===== src/rtl/sgdma_pkg.sv =====
package sgdma_pkg;

  localparam int ADDR_W = 32;
  localparam int WORD_W = 32;
  localparam int HALF_W = 16;
  localparam int CNT_W  = 16;

  // register selects
  localparam logic [1:0] REG_CMD  = 2'd0;
  localparam logic [1:0] REG_STAT = 2'd1;
  localparam logic [1:0] REG_PTR  = 2'd2;

  // bit positions software relies on
  localparam int CMD_RUN   = 0;
  localparam int CMD_TOMEM = 3;
  localparam int ST_ACT    = 0;
  localparam int ST_ERR    = 1;
  localparam int ST_IRQ    = 2;
  localparam int ST_CAP0   = 5;
  localparam int ST_CAP1   = 6;
  localparam int ST_SPX    = 7;
  localparam int LAST_BIT  = 31;

  typedef enum logic [2:0] {
    S_IDLE,
    S_FETCH_BASE,
    S_FETCH_CNT,
    S_WAIT,
    S_DEV_IN,
    S_MEM,
    S_DEV_OUT
  } seq_state_t;

  // bytes described by a count field: bit 0 dropped, zero means the full range
  function automatic logic [CNT_W:0] region_bytes(logic [CNT_W-1:0] field);
    logic [CNT_W-1:0] even;
    even = {field[CNT_W-1:1], 1'b0};
    if (even == '0) return {1'b1, {CNT_W{1'b0}}};
    return {1'b0, even};
  endfunction

  // add inside the page that holds base; upper bits never change
  function automatic logic [ADDR_W-1:0] page_add(logic [ADDR_W-1:0] base,
                                                 logic [ADDR_W-1:0] inc,
                                                 int unsigned pbits);
    logic [ADDR_W-1:0] m;
    m = (ADDR_W'(1) << pbits) - ADDR_W'(1);
    return (base & ~m) | ((base + inc) & m);
  endfunction

endpackage


===== src/rtl/sgdma_regs.sv =====
module sgdma_regs
  import sgdma_pkg::*;
(
  input  logic              clk,
  input  logic              rst_n,
  input  logic              reg_wr,
  input  logic [1:0]        reg_addr,
  input  logic [WORD_W-1:0] reg_wdata,
  output logic [WORD_W-1:0] reg_rdata,
  input  logic              busy,
  input  logic              ev_err,
  input  logic              ev_irq,
  input  logic              simplex_in,
  input  logic              secondary_in,
  output logic [ADDR_W-1:0] tbl_base,
  output logic              start_pulse,
  output logic              start_dir,
  output logic              stop_pulse,
  output logic              irq
);

  logic              run_q, tomem_q, err_q, irq_q;
  logic [1:0]        cap_q;
  logic [ADDR_W-3:0] ptr_q;

  wire wr_cmd  = reg_wr && (reg_addr == REG_CMD);
  wire wr_stat = reg_wr && (reg_addr == REG_STAT);
  wire wr_ptr  = reg_wr && (reg_addr == REG_PTR);
  wire blocked = simplex_in && secondary_in;

  assign start_pulse = wr_cmd && reg_wdata[CMD_RUN] && !run_q && !busy && !blocked;
  assign start_dir   = reg_wdata[CMD_TOMEM];
  assign stop_pulse  = wr_cmd && !reg_wdata[CMD_RUN];
  assign tbl_base    = {ptr_q, 2'b00};
  assign irq         = irq_q;

  always_ff @(posedge clk) begin
    if (!rst_n) begin
      run_q   <= 1'b0;
      tomem_q <= 1'b0;
      err_q   <= 1'b0;
      irq_q   <= 1'b0;
      cap_q   <= '0;
      ptr_q   <= '0;
    end else begin
      if (wr_cmd) begin
        run_q <= reg_wdata[CMD_RUN];
        if (!busy) tomem_q <= reg_wdata[CMD_TOMEM];
      end
      if (wr_ptr) ptr_q <= reg_wdata[ADDR_W-1:2];
      if (wr_stat) cap_q <= {reg_wdata[ST_CAP1], reg_wdata[ST_CAP0]};
      // a hardware event wins over a same-cycle clear
      err_q <= ev_err || (err_q && !(wr_stat && reg_wdata[ST_ERR]));
      irq_q <= ev_irq || (irq_q && !(wr_stat && reg_wdata[ST_IRQ]));
    end
  end

  always_comb begin
    reg_rdata = '0;
    case (reg_addr)
      REG_CMD: begin
        reg_rdata[CMD_RUN]   = run_q;
        reg_rdata[CMD_TOMEM] = tomem_q;
      end
      REG_STAT: begin
        reg_rdata[ST_ACT]  = busy;
        reg_rdata[ST_ERR]  = err_q;
        reg_rdata[ST_IRQ]  = irq_q;
        reg_rdata[ST_CAP0] = cap_q[0];
        reg_rdata[ST_CAP1] = cap_q[1];
        reg_rdata[ST_SPX]  = simplex_in;
      end
      REG_PTR: reg_rdata = tbl_base;
      default: reg_rdata = '0;
    endcase
  end

endmodule


===== src/rtl/sgdma_seq.sv =====
module sgdma_seq
  import sgdma_pkg::*;
#(
  parameter int unsigned PAGE_BITS = 12
)(
  input  logic              clk,
  input  logic              rst_n,
  input  logic              start_pulse,
  input  logic              start_dir,
  input  logic              stop_pulse,
  input  logic [ADDR_W-1:0] tbl_base,
  output logic              mem_req,
  output logic              mem_we,
  output logic              mem_half,
  output logic [ADDR_W-1:0] mem_addr,
  output logic [WORD_W-1:0] mem_wdata,
  input  logic [WORD_W-1:0] mem_rdata,
  input  logic              mem_ack,
  input  logic              mem_err,
  input  logic              dev_dreq,
  input  logic              dev_fin,
  output logic              dev_dack,
  input  logic [HALF_W-1:0] dev_rdata,
  output logic [HALF_W-1:0] dev_wdata,
  output logic              busy,
  output logic              ev_err,
  output logic              ev_irq,
  output logic              ev_eot_done
);

  localparam logic [ADDR_W-1:0] ENTRY_STEP = ADDR_W'(8);
  localparam logic [ADDR_W-1:0] CNT_OFFSET = ADDR_W'(4);
  localparam logic [CNT_W:0]    BEAT_BYTES = (CNT_W+1)'(2);

  seq_state_t        st;
  logic [ADDR_W-1:0] desc_q, cur_q;
  logic [CNT_W:0]    remain_q;
  logic              last_q, tomem_q;
  logic [HALF_W-1:0] hold_q;

  wire unused_cnt_hi = ^mem_rdata[LAST_BIT-1:CNT_W];

  // named internal events
  wire bus_fault   = mem_req && mem_ack && mem_err;
  wire bus_ok      = mem_req && mem_ack && !mem_err;
  wire region_done = (st == S_WAIT) && (remain_q == '0);
  wire early_fin   = (st == S_WAIT) && (remain_q != '0) && !dev_dreq && dev_fin;

  assign ev_eot_done = region_done && last_q;
  assign ev_irq      = ev_eot_done || early_fin;
  assign ev_err      = bus_fault || (ev_eot_done && dev_dreq);

  assign busy      = (st != S_IDLE);
  assign mem_req   = (st == S_FETCH_BASE) || (st == S_FETCH_CNT) || (st == S_MEM);
  assign mem_half  = (st == S_MEM);
  assign mem_we    = (st == S_MEM) && tomem_q;
  assign mem_wdata = {{(WORD_W-HALF_W){1'b0}}, hold_q};
  assign dev_dack  = (st == S_DEV_IN) || (st == S_DEV_OUT);
  assign dev_wdata = hold_q;

  always_comb begin
    case (st)
      S_FETCH_BASE: mem_addr = desc_q;
      S_FETCH_CNT:  mem_addr = page_add(desc_q, CNT_OFFSET, PAGE_BITS);
      default:      mem_addr = cur_q;
    endcase
  end

  always_ff @(posedge clk) begin
    if (!rst_n) begin
      st       <= S_IDLE;
      desc_q   <= '0;
      cur_q    <= '0;
      remain_q <= '0;
      last_q   <= 1'b0;
      tomem_q  <= 1'b0;
      hold_q   <= '0;
    end else if (stop_pulse) begin
      st <= S_IDLE;
    end else begin
      case (st)
        S_IDLE: if (start_pulse) begin
          desc_q  <= tbl_base;
          tomem_q <= start_dir;
          st      <= S_FETCH_BASE;
        end
        S_FETCH_BASE: if (bus_fault) st <= S_IDLE;
          else if (bus_ok) begin
            cur_q <= mem_rdata & ~ADDR_W'(1);
            st    <= S_FETCH_CNT;
          end
        S_FETCH_CNT: if (bus_fault) st <= S_IDLE;
          else if (bus_ok) begin
            remain_q <= region_bytes(mem_rdata[CNT_W-1:0]);
            last_q   <= mem_rdata[LAST_BIT];
            desc_q   <= page_add(desc_q, ENTRY_STEP, PAGE_BITS);
            st       <= S_WAIT;
          end
        S_WAIT: begin
          if (region_done) st <= last_q ? S_IDLE : S_FETCH_BASE;
          else if (dev_dreq) st <= tomem_q ? S_DEV_IN : S_MEM;
          else if (early_fin) st <= S_IDLE;
        end
        S_DEV_IN: begin
          hold_q <= dev_rdata;
          st     <= S_MEM;
        end
        S_MEM: if (bus_fault) st <= S_IDLE;
          else if (bus_ok) begin
            if (tomem_q) begin
              cur_q    <= cur_q + ADDR_W'(2);
              remain_q <= remain_q - BEAT_BYTES;
              st       <= S_WAIT;
            end else begin
              hold_q <= mem_rdata[HALF_W-1:0];
              st     <= S_DEV_OUT;
            end
          end
        S_DEV_OUT: begin
          cur_q    <= cur_q + ADDR_W'(2);
          remain_q <= remain_q - BEAT_BYTES;
          st       <= S_WAIT;
        end
        default: st <= S_IDLE;
      endcase
    end
  end

endmodule


===== src/rtl/sgdma_engine.sv =====
module sgdma_engine
  import sgdma_pkg::*;
#(
  parameter int unsigned PAGE_BITS = 12
)(
  input  logic              clk,
  input  logic              rst_n,
  input  logic              reg_wr,
  input  logic [1:0]        reg_addr,
  input  logic [WORD_W-1:0] reg_wdata,
  output logic [WORD_W-1:0] reg_rdata,
  output logic              irq,
  input  logic              simplex_in,
  input  logic              secondary_in,
  output logic              mem_req,
  output logic              mem_we,
  output logic              mem_half,
  output logic [ADDR_W-1:0] mem_addr,
  output logic [WORD_W-1:0] mem_wdata,
  input  logic [WORD_W-1:0] mem_rdata,
  input  logic              mem_ack,
  input  logic              mem_err,
  input  logic              dev_dreq,
  input  logic              dev_fin,
  output logic              dev_dack,
  input  logic [HALF_W-1:0] dev_rdata,
  output logic [HALF_W-1:0] dev_wdata
);

  logic              busy, ev_err, ev_irq, ev_eot_done;
  logic              start_pulse, start_dir, stop_pulse;
  logic [ADDR_W-1:0] tbl_base;

  sgdma_regs u_regs (
    .clk          (clk),
    .rst_n        (rst_n),
    .reg_wr       (reg_wr),
    .reg_addr     (reg_addr),
    .reg_wdata    (reg_wdata),
    .reg_rdata    (reg_rdata),
    .busy         (busy),
    .ev_err       (ev_err),
    .ev_irq       (ev_irq),
    .simplex_in   (simplex_in),
    .secondary_in (secondary_in),
    .tbl_base     (tbl_base),
    .start_pulse  (start_pulse),
    .start_dir    (start_dir),
    .stop_pulse   (stop_pulse),
    .irq          (irq)
  );

  sgdma_seq #(.PAGE_BITS(PAGE_BITS)) u_seq (
    .clk         (clk),
    .rst_n       (rst_n),
    .start_pulse (start_pulse),
    .start_dir   (start_dir),
    .stop_pulse  (stop_pulse),
    .tbl_base    (tbl_base),
    .mem_req     (mem_req),
    .mem_we      (mem_we),
    .mem_half    (mem_half),
    .mem_addr    (mem_addr),
    .mem_wdata   (mem_wdata),
    .mem_rdata   (mem_rdata),
    .mem_ack     (mem_ack),
    .mem_err     (mem_err),
    .dev_dreq    (dev_dreq),
    .dev_fin     (dev_fin),
    .dev_dack    (dev_dack),
    .dev_rdata   (dev_rdata),
    .dev_wdata   (dev_wdata),
    .busy        (busy),
    .ev_err      (ev_err),
    .ev_irq      (ev_irq),
    .ev_eot_done (ev_eot_done)
  );

endmodule


===== config.mk =====
export PLATFORM = sky130hd
export DESIGN_NAME = sgdma_engine
export DESIGN_NICKNAME = d
export VERILOG_FILES = /design/src/rtl/sgdma_pkg.sv /design/src/rtl/sgdma_regs.sv /design/src/rtl/sgdma_seq.sv /design/src/rtl/sgdma_engine.sv
export SDC_FILE = /design/constraint.sdc
export NUM_CORES = 1
export LEC_CHECK = 0
export BUFFER_PORTS_ARGS = -buffer_cell sky130_fd_sc_hd__buf_4
export CELL_PAD_IN_SITES_DETAIL_PLACEMENT = 1
export CELL_PAD_IN_SITES_GLOBAL_PLACEMENT = 1
export CORE_UTILIZATION = 35
export CTS_BUF_LIST = sky130_fd_sc_hd__clkbuf_8
export DETAILED_ROUTE_END_ITERATION = 8
export PLACE_DENSITY_LB_ADDON = 0.05
export SLEW_MARGIN = 20
export SYNTH_ARGS = -nofsm -noshare
export SYNTH_HDL_FRONTEND = slang
export SYNTH_SLANG_ARGS = --single-unit

===== constraint.sdc =====
create_clock -name clk -period 1.8 [get_ports clk]
set_clock_uncertainty 0.1 [all_clocks]
set_input_delay 0 -clock clk [delete_from_list [all_inputs] [get_ports clk]]
set_output_delay 0 -clock clk [all_outputs]
set_load 0.05 [all_outputs]

== Yosys cells after proc, flatten, opt, wreduce, memory -nomap -nowiden ==
Index checks and enable logic that the tools add are counted.

* Flip-flop bits (word level): 138
* Input port bits: 91
* Word-level logic and storage cells: 150

* Add/sub/neg operators: 4
* Equal/unequal tests: 21
* Muxes and demuxes: 49
* Bitwise logic cells: 6
* Reduce and logical (&&, ||, !) cells: 57

{| class="wikitable"
|+ Operators with widths
! cell !! count
|-
| $mux W32 || 8
|-
| $pmux W32 S2 || 2
|-
| $mux W17 || 7
|-
| $pmux W32 S3 || 1
|-
| $or A32 B12 Y32 || 2
|-
| $pmux W17 S3 || 1
|-
| $mux W16 || 3
|-
| $mux W3 || 11
|-
| $add A32 B2 Y32 const B || 1
|-
| $pmux W16 S2 || 1
|-
| $mux W24 || 1
|-
| $logic_and A1 B1 Y1 || 23
|-
| $pmux W3 S7 || 1
|-
| $logic_not A17 Y1 || 1
|-
| $reduce_bool A17 Y1 || 1
|-
| $sub A17 B2 Y17 const B || 1
|-
| $logic_not A15 Y1 || 1
|-
| $reduce_and A5 Y1 || 3
|-
| $reduce_and A7 Y1 || 2
|-
| $add A12 B3 Y12 const B || 1
|-
| $add A12 B4 Y12 const B || 1
|-
| $ne A2 B2 Y1 const B || 5
|-
| $eq A3 B3 Y1 const B || 3
|-
| $mux W1 || 9
|-
| other kinds (21) || 47
|}

== Longest topological paths before layout ==
* Depth after elaboration: 14
* Depth in mapped cells: 9
* Mapped depth without buffers: 7

== Modules after synthesis ==
A second synthesis with hierarchy kept.

* Cells, all modules: 1065
* Area, all modules: 8516.9 um^2

{| class="wikitable"
|+ Modules (own cells, without submodules)
! module !! instances !! cells each !! area each (um^2)
|-
| sgdma_seq || 1 || 849 || 6382.4
|-
| sgdma_regs || 1 || 216 || 2134.5
|}

== Least setup slack after synthesis ==
Ideal clock, no wire load.

* Path type: reg2out
* Start point: reg u_seq.st[1]
* End point: out mem_addr[9]
* Arrival: 3.057 ns
* Required time: 1.700 ns
* Slack: -1.357 ns
* Cell stages (with the launch flop): 5
* Buffers on the path: 1
* Cell sequence: dfxtp_1 > nor3b_1 > buf_2 > nand2_1 > o311ai_0

* Word-level cells in the longest chain between the ends: 2

{| class="wikitable"
|+ Ends and longest elaborated chain
! what !! line !! RTL
|-
| from (decl) || sgdma_seq.sv:35 || <nowiki>seq_state_t st;</nowiki>
|-
| from (signal assigned) || sgdma_seq.sv:100 || <nowiki>if (region_done) st <= last_q ? S_IDLE : S_FETCH_BASE;</nowiki>
|-
| from (signal assigned) || sgdma_seq.sv:101 || <nowiki>else if (dev_dreq) st <= tomem_q ? S_DEV_IN : S_MEM;</nowiki>
|-
| $eq A3 B2 Y1 or $eq A3 B1 Y1 (tied branches) || sgdma_seq.sv:62 || <nowiki>case (st)</nowiki>
|-
| $pmux W32 S2 (*) || sgdma_seq.sv:62 ||
|-
| to (decl) || sgdma_engine.sv:18 || <nowiki>output logic [ADDR_W-1:0] mem_addr,</nowiki>
|}

Every way passes the cells marked *; elsewhere a longest branch is shown, timed or not.

== Worst setup path after layout ==
* Start point: reg u_seq.st[1]
* End point: reg u_seq.cur_q[29]

* Word-level cells in the longest chain between the ends: 7

{| class="wikitable"
|+ Ends and longest elaborated chain
! what !! line !! RTL
|-
| $eq A3 B1 Y1 or $eq A3 B2 Y1 (tied branches) || sgdma_seq.sv:54, sgdma_seq.sv:81 ||
|-
| $logic_or A1 B1 Y1 (2 in series) || sgdma_seq.sv:54 || <nowiki>assign mem_req = (st == S_FETCH_BASE) || (st == S_FETCH_CNT) || (st == S_MEM);</nowiki>
|-
| $logic_and A1 B1 Y1 || sgdma_seq.sv:44, sgdma_seq.sv:45 ||
|-
| $logic_and A1 B1 Y1, on equally long branches || sgdma_seq.sv:44, sgdma_seq.sv:45 ||
|-
| $ne A2 B2 Y1 (no source line) or $ne A2 B1 Y1 (tied branches) || -- ||
|-
| $reduce_and A7 Y1 (no source line) || -- ||
|-
| to (signal assigned) || sgdma_seq.sv:89 || <nowiki>cur_q <= mem_rdata & ~ADDR_W'(1);</nowiki>
|-
| to (signal assigned) || sgdma_seq.sv:111 || <nowiki>cur_q <= cur_q + ADDR_W'(2);</nowiki>
|-
| to (signal assigned) || sgdma_seq.sv:120 || <nowiki>cur_q <= cur_q + ADDR_W'(2);</nowiki>
|-
| to (decl) || sgdma_seq.sv:36 || <nowiki>logic [ADDR_W-1:0] desc_q, cur_q;</nowiki>
|}

Parallel ways exist; a longest one is shown, timed or not.
A chain may end at the register's enable or synchronous reset.

==> results.md <==
* Share of cells above drive strength 1 at 48.7%
* CP Cell Sequence: buf_4 > buf_6 > buf_6 > xor2_4 > and2_4 > buf_12 > buf_6 > nand3_1 > o22ai_1 > a221oi_1
* Pin count of the biggest net entering global routing at 33
* Synth warn at 0
* CP peak stage delay at 0.37 ns
* Clk buf depth at 2
* Average cell area after synthesis at ~7.6 um2
* Hold WS at 0.00888 ns
* Register bit total from synthesis at 134
* Fmax at 0.432 GHz
* Initial antenna violation count at 0
* Vias at 10.4k
* Drt first pass iters at 5
* WL per Instance at 25.2 um
* Hold Path Class: input port to register
* Die Area at around 0.023 mm2
* RSZ-0062 raised after global routing: yes
* Power Density at 613 mW/mm2
* Die Y at 151 um
* Flop pwr share at 36.2%
* Predominant post-synthesis flop cell: dfxtp_1
* CP endpoint kind: register
* CTS clk-pin slew, worst paths at about 0.1 ns
* Net Switching at 0.00312 W
* CTS H-Tree Depth at 4
* Worst EP required at 2.04 ns
* Crit path max-delay family: buffers and inverters
* Final HPWL DP at 21700 um
* Most frequent CP cell: buf_6
* GRT Total Usage at 32.5%
* Drt total wl at 43700 um
* Slew margin rel. at 32.7%
* Clock share of power at 33.9%
* Final setup fails at 135
* Seq/Total Area, Yosys at 34.4%
* Number of I/O pins at 208
* Crit path launch type: register
* Run status: finished with violations
* Initial Util at 35.7%
* WP data arrival at 2.56 ns
* Peak supply drop at 0.417 mV
* Post-synth EDFFs at 0
* Endpoints failing hold at 0
* MaxCap Viol Count at 0
* DR iter-0 viols at 686
* Clock net sink count at approximately 130
* Critical path buffer and inverter count at 5
* Slowest-stage cell, CP: dfxtp_4
* Largest family of logic cells by synthesized area: simple AND/OR/NAND/NOR gates
* Uppermost routed layer: met4
* Area delta synth->final at 81.7%
* Failing checks: setup timing
* First-pass GRT wire length at 56300 um
* Slew @ Worst Pin at 1.01 ns
* NumNets Final at between 1.5k and 2k
* CTS tree: done
* Placed cell count at 1541
* Post-Synth Simple-Gate Area at between 20% and 30%
* Switching portion of total power at 36.0%
* Int Power at 0.00555 W
* P_leak at 5.97 nW
* Min cycle time layout at 2.32 ns
* Gate Count Post-Synth at 1020
* CTS root buffer: clkbuf_8
* CP Max Fanout at 8
* Mux contribution to synthesized area at under 10%
* PortBufs at 190
* Critical path class: register to register
* CORE AREA at 0.0218 mm2
* Insertion delay to the later sink of the worst-skew pair at 0.52 ns
* TritonCTS Buffers at 17
* Fin cells at 1734
* Adder-cell share of the synthesized area at 1.12%
* M1 WL at 16700 um
* Number of diodes at 0
* Drt via density at 5.99
* Die Wd at 151 um
* Wire length on met3 at roughly 3100 um
* Max Slew Vio Count at 0
* GPL Wtd Cong at roughly 0.87
* Final worst-path cycle share at 129%
* PnR worst setup slack at -0.517 ns
* Compound-Gate Fraction of Synth Area at 25.4%
* DRC viols at 0
* Met2 WL at 21400 um
* Synth async-reset ratio at 0%
* Global route overflow at 0
* Cell Rows at 54
* Mapped Area at 0.00779 mm2
* Post-layout util at between 60% and 70%
* ANT nets after route at 0
* Number of global-route vias before repair at 9983
* Tot Pwr at 0.00867 W
* Synth unique cells at 73
* Logic pwr share at between 20% and 30%
* XOR/XNOR Fraction of Synth Area at 0.337%
-- per-stage QoR --
step	setup TNS [ns]	worst slack [ns]	cell area (um2)
after floorplan	-0.424	-0.119	8060
after global placement	-4.66	-0.134	10500
after detailed placement	-6.23	-0.185	10500
after CTS	-21.46	-0.383	13300
after global routing	-42.27	-0.542	14100
final	-36.50	-0.517	14100
-- synthesized netlist by cell type (14+ instances only) --
| library cell | instances | area [um2] |
|---|---|---|
| and2_1 | 37 | 231 |
| dfxtp_1 | 134 | 2680 |
| a211oi_1 | 25 | 188 |
| clkbuf_1 | 57 | 214 |
| buf_4 | 33 | 248 |
| o21ai_0 | 37 | 185 |
| mux2i_1 | 16 | 160 |
| o221a_2 | 14 | 158 |
| nand3_1 | 38 | 190 |
| a31oi_1 | 15 | 93.8 |
| nand2_1 | 178 | 668 |
| buf_2 | 19 | 95.1 |
| a21oi_1 | 109 | 546 |
| nor2_1 | 79 | 297 |
| mux2_2 | 20 | 225 |
-- power groups by stage --
stage | Clock, W | Sequential, W | Combinational, W
global placement | 0 | 0.00319 | 0.00173
detailed placement | 0 | 0.00320 | 0.00175
finish | 0.00294 | 0.00314 | 0.00259
floorplan | 0 | 0.00317 | 0.00107
global route | 0.00304 | 0.00315 | 0.00269
CTS | 0.00287 | 0.00312 | 0.00229
-- placed cells by master (no fill, tap or decap), types with 7 or more instances in the layout --
| cell type | instances |
|---|---|
| nand2_1 | 140 |
| a21oi_1 | 63 |
| nor2_1 | 61 |
| a22oi_1 | 7 |
| a21oi_2 | 40 |
| mux2_2 | 19 |
| buf_8 | 9 |
| nand2_2 | 16 |
| buf_4 | 294 |
| buf_6 | 71 |
| nand2_4 | 21 |
| nor3_1 | 8 |
| o221a_2 | 12 |
| mux2i_1 | 11 |
| clkbuf_8 | 18 |
| o21a_1 | 13 |
| a211oi_2 | 18 |
| dlygate4sd3_1 | 88 |
| buf_16 | 9 |
| dfxtp_1 | 124 |
| inv_6 | 7 |
| conb_1 | 17 |
| dfxtp_2 | 7 |
| o21ai_1 | 11 |
| nand3_1 | 29 |
| nor2_4 | 7 |
| o21ai_2 | 11 |
| and2_1 | 33 |
| o21ai_0 | 13 |
| nor2_2 | 11 |
| a31oi_1 | 11 |
| buf_12 | 24 |
| inv_1 | 8 |
| nand4_1 | 12 |
| o211ai_1 | 11 |
-- worst register-to-register path: stages (launching register included) --
cell and delay, ns:
dfxtp_4 0.37, buf_4 0.15, buf_6 0.12, buf_6 0.12, xor2_4 0.22, and2_4 0.30, buf_12 0.17, buf_6 0.12
nand3_1 0.10, o22ai_1 0.24, a221oi_1 0.14
-- registers in the layout, indices dropped and copies added, names as in the netlist --
register / cells
u_seq.st: 3
u_seq.desc_q: 30
u_regs.run_q: 1
u_regs.cap_q: 2
u_seq.remain_q: 16
u_seq.last_q: 1
u_regs.ptr_q: 30
u_seq.dev_wdata: 16
u_seq.tomem_q: 1
u_regs.irq: 1
u_regs.tomem_q: 1
u_seq.cur_q: 31
u_regs.err_q: 1
-- timing repair --
item	4_1_cts	5_1_grt
buffers inserted	39	25
gates cloned	13	3
endpoints found under the setup margin	108	137
hold endpoints to repair	102	0
hold buffers	88	0
pin swaps	82	85
gates resized for setup	236	160
-- logic make-up (layout without fill, tap and decap cells) --
group / count (synthesis) / count (layout)
xor+xnor: 3 / 3
buf+inv: 125 / 543
fa+ha+maj: 7 / 7
simple gates: 419 / 419
flops: 134 / 134
compound gates: 295 / 295
mux: 36 / 36
other cells: 1 / 17
-- routing by layer --
metal	vias to the layer above	GRT usage, %
met2	600	56.1
met5	-	0
met1	5093	39.3
met3	224	5.84
li1	4466	-
met4	0	14.1
-- worst paths after layout --
check / cells after the start / slack [ns] / startpoint / end
min: 6 / 0.009 / secondary_in / u_seq.desc_q[23]$_SDFFE_PN0P_
max: 10 / -0.52 / u_seq.st[1]$_SDFFE_PP0P_ / u_seq.cur_q[29]$_SDFFE_PN0P_
min reg2reg: 2 / 0.37 / u_regs.cap_q[1]$_SDFFE_PN0P_ / u_regs.cap_q[1]$_SDFFE_PN0P_
max reg2reg: 10 / -0.52 / u_seq.st[1]$_SDFFE_PP0P_ / u_seq.cur_q[29]$_SDFFE_PN0P_
-- layout make-up --
| class | count | area, um2 |
|---|---|---|
| timing repair buffer | 499 | 4860 |
| inverter | 12 | 55.1 |
| tap | 280 | 350 |
| multi-input combinational | 777 | 5760 |
| fill | 2467 | 7670 |
| clock inverter | 14 | 179 |
| sequential | 134 | 2700 |
| clock buffer | 18 | 248 |
No activity file was read; power rests on OpenSTA's default activity.
